--- config.mk ---
export PLATFORM = sky130hd
export DESIGN_NAME = ratio_cmd_rx
export DESIGN_NICKNAME = d
export VERILOG_FILES = /design/src/rtl/ratio_cmd_pkg.sv /design/src/rtl/line_sync_edge.sv /design/src/rtl/ratio_bit_decoder.sv /design/src/rtl/frame_sequencer.sv /design/src/rtl/level_map.sv /design/src/rtl/ratio_cmd_rx.sv
export SDC_FILE = /design/constraint.sdc
export NUM_CORES = 1
export LEC_CHECK = 0
export ABC_AREA = 1
export BUFFER_PORTS_ARGS = -buffer_cell sky130_fd_sc_hd__buf_2
export CAP_MARGIN = 20
export CORE_ASPECT_RATIO = 0.6
export CORE_MARGIN = 2
export CORE_UTILIZATION = 60
export CTS_CLUSTER_SIZE = 40
export DETAILED_ROUTE_END_ITERATION = 6
export GPL_TIMING_DRIVEN = 0
export PLACE_DENSITY = 0.77
export SLEW_MARGIN = 20
export SYNTH_ARGS = -nofsm -noshare
export SYNTH_HDL_FRONTEND = slang
export SYNTH_SLANG_ARGS = --single-unit
--- constraint.sdc ---
create_clock -name clk -period 5.98 [get_ports clk]
set_clock_uncertainty 0.1 [all_clocks]
set_input_delay 0.598 -clock clk [delete_from_list [all_inputs] [get_ports clk]]
set_output_delay 0.598 -clock clk [all_outputs]
set_load 0.02 [all_outputs]
--- src/rtl/ratio_cmd_pkg.sv ---
`timescale 1ns/1ps
// Shared types for the ratio-coded command receiver.
package ratio_cmd_pkg;

    // Frame sequencer states.
    typedef enum logic [2:0] {
        ST_IDLE,
        ST_ADDR,
        ST_SEP,
        ST_DATA,
        ST_DISCARD,
        ST_ACK_WAIT,
        ST_ACK_ON
    } rx_state_t;

    localparam int unsigned BYTE_BITS = 8;
    localparam int unsigned CODE_BITS = 5;

endpackage

--- src/rtl/line_sync_edge.sv ---
`timescale 1ns/1ps
// Two-flop synchroniser plus a falling-edge detector for the control line.
// Assumes the line idles high, so all stages reset to 1 and no edge is
// reported out of reset.
module line_sync_edge (
    input  logic clk,
    input  logic rst_n,
    input  logic line_in,
    output logic line_s,
    output logic fall
);
    logic s1, s2, s3;

    // Shift the raw line through the synchroniser and a history stage.
    always_ff @(posedge clk) begin
        if (!rst_n) begin
            s1 <= 1'b1;
            s2 <= 1'b1;
            s3 <= 1'b1;
        end else begin
            s1 <= line_in;
            s2 <= s1;
            s3 <= s2;
        end
    end

    assign line_s = s2;
    assign fall   = s3 & ~s2;
endmodule

--- src/rtl/ratio_bit_decoder.sv ---
`timescale 1ns/1ps
// Measures the low and high phases of the current falling-to-falling period
// with saturating counters and classifies the period at the closing edge.
// Also counts cycles since the last falling edge for the frame timeout.
// Assumes the fall flag comes from line_sync_edge (line_s already low).
module ratio_bit_decoder #(
    parameter int unsigned CNT_W       = 17,
    parameter int unsigned TIMEOUT_CYC = 200000
) (
    input  logic             clk,
    input  logic             rst_n,
    input  logic             line_s,
    input  logic             fall,
    output logic             bit_one,
    output logic             bit_zero,
    output logic [CNT_W-1:0] hi_cnt,
    output logic             quiet_hit
);
    localparam int unsigned QW = $clog2(TIMEOUT_CYC + 1);
    localparam logic [CNT_W-1:0] CNT_MAX = '1;

    logic [CNT_W-1:0] lo_cnt;
    logic [QW-1:0]    quiet;

    // Phase counters: restart on a falling edge, else count the sampled level.
    always_ff @(posedge clk) begin
        if (!rst_n) begin
            lo_cnt <= '0;
            hi_cnt <= '0;
        end else if (fall) begin
            lo_cnt <= CNT_W'(1);
            hi_cnt <= '0;
        end else if (line_s) begin
            hi_cnt <= (hi_cnt == CNT_MAX) ? hi_cnt : hi_cnt + 1'b1;
        end else begin
            lo_cnt <= (lo_cnt == CNT_MAX) ? lo_cnt : lo_cnt + 1'b1;
        end
    end

    // Quiet counter: cycles since the last falling edge, saturating at the limit.
    always_ff @(posedge clk) begin
        if (!rst_n) begin
            quiet <= '0;
        end else if (fall) begin
            quiet <= '0;
        end else if (quiet != QW'(TIMEOUT_CYC)) begin
            quiet <= quiet + 1'b1;
        end
    end

    assign quiet_hit = (quiet == QW'(TIMEOUT_CYC));
    assign bit_one   = ({1'b0, hi_cnt} >= {lo_cnt, 1'b0});
    assign bit_zero  = ({1'b0, lo_cnt} >= {hi_cnt, 1'b0});

    AST_HIGH_BEFORE_FALL: assert property (@(posedge clk) disable iff (!rst_n)
        fall |-> (hi_cnt != '0));
    AST_RATIO_EXCLUSIVE: assert property (@(posedge clk) disable iff (!rst_n)
        fall |-> !(bit_one && bit_zero));
endmodule

--- src/rtl/frame_sequencer.sv ---
`timescale 1ns/1ps
// Frame sequencer: collects the address byte, checks the inter-byte
// separator, collects the data byte, loads the code and times the
// acknowledge. Bit values come from ratio_bit_decoder at each falling edge.
// Assumes ACK_DLY_CYC and ACK_LEN_CYC are at least 1.
module frame_sequencer
    import ratio_cmd_pkg::*;
#(
    parameter int unsigned CNT_W       = 17,
    parameter int unsigned EOS_CYC     = 400,
    parameter int unsigned ACK_DLY_CYC = 400,
    parameter int unsigned ACK_LEN_CYC = 100000,
    parameter logic [7:0]  DEV_ADDR    = 8'h72
) (
    input  logic                 clk,
    input  logic                 rst_n,
    input  logic                 fall,
    input  logic                 bit_one,
    input  logic                 bit_zero,
    input  logic [CNT_W-1:0]     hi_cnt,
    input  logic                 quiet_hit,
    output logic [CODE_BITS-1:0] code_q,
    output logic                 ack_pull
);
    localparam int unsigned ACK_MAX = (ACK_DLY_CYC > ACK_LEN_CYC) ? ACK_DLY_CYC : ACK_LEN_CYC;
    localparam int unsigned AW      = $clog2(ACK_MAX + 1);
    localparam int unsigned IW      = $clog2(BYTE_BITS);

    rx_state_t           state;
    logic [IW-1:0]       bit_idx;
    logic [BYTE_BITS-2:0] sr;
    logic [BYTE_BITS-1:0] shifted;
    logic                addr_ok;
    logic [AW-1:0]       ack_cnt;
    logic                bit_ok;
    logic                last_bit;

    assign shifted  = {sr, bit_one};
    assign bit_ok   = bit_one | bit_zero;
    assign last_bit = (bit_idx == IW'(BYTE_BITS - 1));

    // Main frame state machine with shift register, code register and ack timer.
    always_ff @(posedge clk) begin
        if (!rst_n) begin
            state   <= ST_IDLE;
            bit_idx <= '0;
            sr      <= '0;
            addr_ok <= 1'b0;
            ack_cnt <= '0;
            code_q  <= CODE_BITS'(31);
        end else begin
            case (state)
                ST_IDLE: begin
                    if (fall) begin
                        state   <= ST_ADDR;
                        bit_idx <= '0;
                    end
                end
                ST_ADDR: begin
                    if (quiet_hit) begin
                        state <= ST_IDLE;
                    end else if (fall) begin
                        if (!bit_ok) begin
                            state <= ST_DISCARD;
                        end else begin
                            sr <= shifted[BYTE_BITS-2:0];
                            if (last_bit) begin
                                addr_ok <= (shifted == DEV_ADDR);
                                state   <= ST_SEP;
                            end else begin
                                bit_idx <= bit_idx + 1'b1;
                            end
                        end
                    end
                end
                ST_SEP: begin
                    if (quiet_hit) begin
                        state <= ST_IDLE;
                    end else if (fall) begin
                        if (hi_cnt < CNT_W'(EOS_CYC)) begin
                            state <= ST_DISCARD;
                        end else begin
                            state   <= ST_DATA;
                            bit_idx <= '0;
                        end
                    end
                end
                ST_DATA: begin
                    if (quiet_hit) begin
                        state <= ST_IDLE;
                    end else if (fall) begin
                        if (!bit_ok) begin
                            state <= ST_DISCARD;
                        end else begin
                            sr <= shifted[BYTE_BITS-2:0];
                            if (last_bit) begin
                                if (addr_ok) begin
                                    code_q <= shifted[CODE_BITS-1:0];
                                    if (shifted[BYTE_BITS-1]) begin
                                        state   <= ST_ACK_WAIT;
                                        ack_cnt <= '0;
                                    end else begin
                                        state <= ST_IDLE;
                                    end
                                end else begin
                                    state <= ST_IDLE;
                                end
                            end else begin
                                bit_idx <= bit_idx + 1'b1;
                            end
                        end
                    end
                end
                ST_DISCARD: begin
                    if (quiet_hit) begin
                        state <= ST_IDLE;
                    end
                end
                ST_ACK_WAIT: begin
                    if (ack_cnt == AW'(ACK_DLY_CYC - 1)) begin
                        state   <= ST_ACK_ON;
                        ack_cnt <= '0;
                    end else begin
                        ack_cnt <= ack_cnt + 1'b1;
                    end
                end
                ST_ACK_ON: begin
                    if (ack_cnt == AW'(ACK_LEN_CYC - 1)) begin
                        state   <= ST_IDLE;
                        ack_cnt <= '0;
                    end else begin
                        ack_cnt <= ack_cnt + 1'b1;
                    end
                end
                default: state <= ST_IDLE;
            endcase
        end
    end

    assign ack_pull = (state == ST_ACK_ON);

    AST_CODE_ONLY_ON_MATCH: assert property (@(posedge clk) disable iff (!rst_n)
        !$stable(code_q) |-> ($past(state) == ST_DATA && $past(fall) && $past(addr_ok)));
    AST_ACK_AFTER_WAIT: assert property (@(posedge clk) disable iff (!rst_n)
        $rose(ack_pull) |-> ($past(state) == ST_ACK_WAIT));
    AST_ACK_CNT_BOUND: assert property (@(posedge clk) disable iff (!rst_n)
        (state == ST_ACK_ON) |-> (ack_cnt < AW'(ACK_LEN_CYC)));
    AST_TIMEOUT_DROP: assert property (@(posedge clk) disable iff (!rst_n)
        ((state == ST_ADDR || state == ST_SEP || state == ST_DATA || state == ST_DISCARD)
         && quiet_hit) |=> (state == ST_IDLE));
    AST_BAD_BIT_DISCARD: assert property (@(posedge clk) disable iff (!rst_n)
        ((state == ST_ADDR || state == ST_DATA) && fall && !bit_one && !bit_zero && !quiet_hit)
        |=> (state == ST_DISCARD));
endmodule

--- src/rtl/level_map.sv ---
`timescale 1ns/1ps
// Maps the 5-bit brightness code to a reference level in millivolts on a
// three-segment curve (3, 6, then 12 mV per code). Purely combinational.
// Eight-bit wraparound in the top segment is intended: the final value fits.
module level_map
    import ratio_cmd_pkg::*;
#(
    parameter int unsigned KNEE_A = 12,
    parameter int unsigned KNEE_B = 23
) (
    input  logic [CODE_BITS-1:0] code,
    output logic [7:0]           mv
);
    logic [7:0] c8;
    assign c8 = {3'b000, code};

    // Select the segment and evaluate its line.
    always_comb begin
        if (c8 == 8'd0) begin
            mv = 8'd0;
        end else if (c8 <= 8'(KNEE_A)) begin
            mv = 8'd3 * c8 + 8'd2;
        end else if (c8 <= 8'(KNEE_B)) begin
            mv = 8'd6 * c8 - 8'd34;
        end else begin
            mv = 8'd12 * c8 - 8'd172;
        end
    end
endmodule

--- src/rtl/ratio_cmd_rx.sv ---
`timescale 1ns/1ps
// Top of the single-wire ratio-coded command receiver. Chains the line
// synchroniser, the ratio bit decoder, the frame sequencer and the level map.
// Assumes line_in is asynchronous and the pad outside turns ack_pull into an
// open-drain low on the same line.
module ratio_cmd_rx
    import ratio_cmd_pkg::*;
#(
    parameter int unsigned CNT_W       = 17,
    parameter int unsigned TIMEOUT_CYC = 200000,
    parameter int unsigned EOS_CYC     = 400,
    parameter int unsigned ACK_DLY_CYC = 400,
    parameter int unsigned ACK_LEN_CYC = 100000,
    parameter logic [7:0]  DEV_ADDR    = 8'h72
) (
    input  logic       clk,
    input  logic       rst_n,
    input  logic       line_in,
    output logic [4:0] level_code,
    output logic [7:0] level_mv,
    output logic       ack_pull
);
    logic             line_s;
    logic             fall;
    logic             bit_one;
    logic             bit_zero;
    logic [CNT_W-1:0] hi_cnt;
    logic             quiet_hit;

    line_sync_edge u_sync (
        .clk     (clk),
        .rst_n   (rst_n),
        .line_in (line_in),
        .line_s  (line_s),
        .fall    (fall)
    );

    ratio_bit_decoder #(
        .CNT_W       (CNT_W),
        .TIMEOUT_CYC (TIMEOUT_CYC)
    ) u_dec (
        .clk       (clk),
        .rst_n     (rst_n),
        .line_s    (line_s),
        .fall      (fall),
        .bit_one   (bit_one),
        .bit_zero  (bit_zero),
        .hi_cnt    (hi_cnt),
        .quiet_hit (quiet_hit)
    );

    frame_sequencer #(
        .CNT_W       (CNT_W),
        .EOS_CYC     (EOS_CYC),
        .ACK_DLY_CYC (ACK_DLY_CYC),
        .ACK_LEN_CYC (ACK_LEN_CYC),
        .DEV_ADDR    (DEV_ADDR)
    ) u_seq (
        .clk       (clk),
        .rst_n     (rst_n),
        .fall      (fall),
        .bit_one   (bit_one),
        .bit_zero  (bit_zero),
        .hi_cnt    (hi_cnt),
        .quiet_hit (quiet_hit),
        .code_q    (level_code),
        .ack_pull  (ack_pull)
    );

    level_map u_map (
        .code (level_code),
        .mv   (level_mv)
    );

    AST_MAP_FULL_SCALE: assert property (@(posedge clk) disable iff (!rst_n)
        (level_code == 5'd31) |-> (level_mv == 8'd200));
    AST_MAP_ZERO: assert property (@(posedge clk) disable iff (!rst_n)
        (level_code == 5'd0) |-> (level_mv == 8'd0));
endmodule

==> reports/results.txt <==
cell taking the most area after synthesis -> dfxtp_1
DRC -> 0
Initial DRC Count -> 609
final setup vio count -> 0
RR Endpoint -> u_dec.hi_cnt[14]
filler instances -> 859
Via density -> 5.73
Routed Wire Length -> 15,500 um
Syn. warnings -> 0
commonest non-fill, non-tap cells in the layout -> nand2_1 (172), inv_1 (121), a21oi_1 (96)
RSZ-0062 raised after global routing -> no
FF/Latch Area -> 1820 um^2
Worst-path clk slew -> 0.06 ns
Startpoint Class -> register
Power per Cell Area -> 191 nW/um^2
I/O Buffers -> 16
Peak supply drop -> 0.147 mV
Final Critical Period -> 3.71 ns
Tot Pwr -> 0.00131 W
Post-Syn Area -> 6270 um^2
reg2reg start -> u_dec.hi_cnt[8]
DR vias -> 6,159
worst slew pin tran -> 0.687 ns
CTS tree -> built
hold path endpoint -> u_sync.line_s
leading cell type in the layout, fill and taps excluded -> nand2_1
count of final max-slew check failures -> 0
remaining antenna violation count -> 0
Main synth FF type -> dfxtp_1
layout cells sized above 1 -> 11.6%
die width -> 136 um
# H-tree levels -> 3
CTS-repair resized insts -> 0
leak pwr -> 2.87 nW
Ports -> 17
multi-input logic area -> 3860 um^2
WS Path Type -> register to primary output
area of the die -> 11,300 um^2
total core area -> 10,000 um^2
hold slack -> 0.330 ns
Worst setup EP type -> primary output
Synth Area in XOR/XNOR -> 0.698%
asr flop ratio synth -> 0%
R2R Setup Slk -> 3.14 ns
final net count -> 995
post-CTS setup buffers -> 0
run status -> finished, final reports clean
initial antenna violation count -> 0
WP data required -> 5.28 ns
setup TNS -> 0 ns
hold depth -> 1
Worst Reg-to-Reg Cells -> 16
wire per inst -> 14.4 um
area growth from synthesis to layout -> 8.98%
Crit Path Max Fanout -> 7
sequential fraction of the synthesis area -> 29.1%
CTS sink cnt -> 91
Compound-Gate Fraction of Synth Area -> 17.5%
clock buffer depth -> 2
Max Fclk -> 270 MHz
clock buffer count from CTS -> 9
Ant. Diodes -> 0
row count -> 28
number of synthesized register bits -> 91
CP arrival -> 3.01 ns
clock latency on the worst-skew pair -> 0.34 ns
Die Height -> 83.2 um
max-cap viol count -> 0
hold bufs inserted after CTS -> 0
largest family of logic cells by synthesized area -> simple AND/OR/NAND/NOR gates
Total GRT Usage -> 28.3%
mux contribution to synthesized area -> 0%
Worst slew margin -> 54.0%
total gr overflow -> 0
Hold Path Class -> register to register
CTS root buf -> clkbuf_16
first-pass GRT wire length -> 26,200 um
largest net degree at the start of global routing -> 15
Final HPWL DP -> 11,800 um
total count of hold-check failures in the final report -> 0
HP Start -> u_sync.s1
post-synth top area share -> 29.1%
Synth Instances -> 907
number of global-route vias before repair -> 5,540
Yosys cell types -> 52
top cells by area, synth -> dfxtp_1 (29%), ha_1 (11%), nand2_1 (10%)
part of the cycle the worst path needs -> 62.0%
initial core utilization -> 62.6%
syn_nets -> 968
DR pass1 iterations -> 5
number of synthesized flops with an enable pin -> 0
Routability Congestion -> 0.909
Final Util -> 68.2%
area share of fa/ha/maj cells after synthesis -> 11.7%
syn avg cell area -> 6.91 um^2
Post-Synth Simple-Gate Area -> 31.7%
-- cells in the mapped netlist (3+ instances only) --
| library cell | number |
|---|---|
| nand2_1 | 172 |
| inv_1 | 121 |
| a21oi_1 | 96 |
| dfxtp_1 | 91 |
| nor2_1 | 68 |
| ha_1 | 57 |
| nand3_1 | 57 |
| o21ai_0 | 43 |
| nor3_1 | 27 |
| nand4_1 | 19 |
| o21ai_1 | 18 |
| inv_2 | 16 |
| nor2_2 | 14 |
| o211ai_1 | 10 |
| clkbuf_1 | 7 |
| nand2_2 | 7 |
| nor2_4 | 7 |
| nor4_1 | 7 |
| o21a_1 | 7 |
| or2_2 | 6 |
| a31oi_1 | 4 |
| nand3_2 | 4 |
| nand3b_1 | 4 |
| xor2_1 | 4 |
| a21boi_2 | 3 |
| a21o_1 | 3 |
| a21oi_2 | 3 |
| nor3_2 | 3 |
-- how the worst max path moves through the flow --
stage                     depth (start not counted)             from  slack [ns]          end
after detailed placement                         10  u_seq.code_q[1]        2.74  level_mv[6]
final                                            12  u_seq.code_q[1]        2.27  level_mv[7]
after global routing                             12  u_seq.code_q[1]        2.11  level_mv[7]
after global placement                           10  u_seq.code_q[1]        2.78  level_mv[6]
after CTS                                        10  u_seq.code_q[1]        2.35  level_mv[6]
after floorplan                                   9  u_seq.code_q[1]        2.85  level_mv[6]
-- stage by stage --
step	area, um^2	instances	setup WS [ns]
2_1_floorplan	6270	907	2.85
4_1_cts	6830	1074	2.35
3_5_place_dp	6520	1058	2.74
5_1_grt	6830	1074	2.11
3_3_place_gp	6520	1058	2.78
6_report	6830	1074	2.27
-- critical path: stages, from the launching register on --
cell,delay (ns)
dfxtp_1,0.43
ha_1,0.23
inv_1,0.06
fa_1,0.41
xnor2_1,0.54
inv_2,0.13
a21oi_1,0.24
nor2_1,0.09
a21oi_1,0.14
o21ai_0,0.10
nand2_1,0.08
a21oi_1,0.05
buf_2,0.16
-- registers in the layout, summed over array words and instances (netlist names) --
register	count
u_dec.quiet	18
u_dec.hi_cnt	17
u_dec.lo_cnt	17
u_seq.ack_cnt	17
u_seq.sr	7
u_seq.code_q	5
u_seq.bit_idx	3
u_seq.state	3
u_seq.addr_ok	1
u_sync.line_s	1
u_sync.s1	1
u_sync.s3	1
-- final cells by class --
cell class,instances,area share [%]
clock buffer,13,3.96
sequential,91,26.7
buffer,12,0.897
multi-input combinational,665,56.6
inverter,139,7.64
clock inverter,3,0.641
timing repair buffer,16,1.17
tap,135,2.47
-- logic make-up (layout without fill, tap and decap cells) --
group,Yosys count,in the layout
AND/OR/NAND/NOR,407,407
XOR/XNOR,5,5
buffers and inverters,151,183
flip-flops,91,91
AO/OA/AOI/OAI,195,195
adder cells (fa/ha/maj),58,58
-- power breakdown --
group	switching, W	leakage, nW	internal, W
clock network	0.000232	0.156	0.000359
registers	0.00000779	0.736	0.000615
logic	0.0000646	1.98	0.0000292
-- routing by layer --
metal  share of wire [%]  wire length (um)  vias up  global-route usage [%]
met5                   0                 0        -                       0
met4                 1.6               247        0                    7.95
met3                 7.9              1220       28                    5.19
met2                  41              6380      272                    41.3
met1                  49              7620     2779                    42.4
li1                    -                 -     3080                       -
Power figures use the tool's default switching activity.
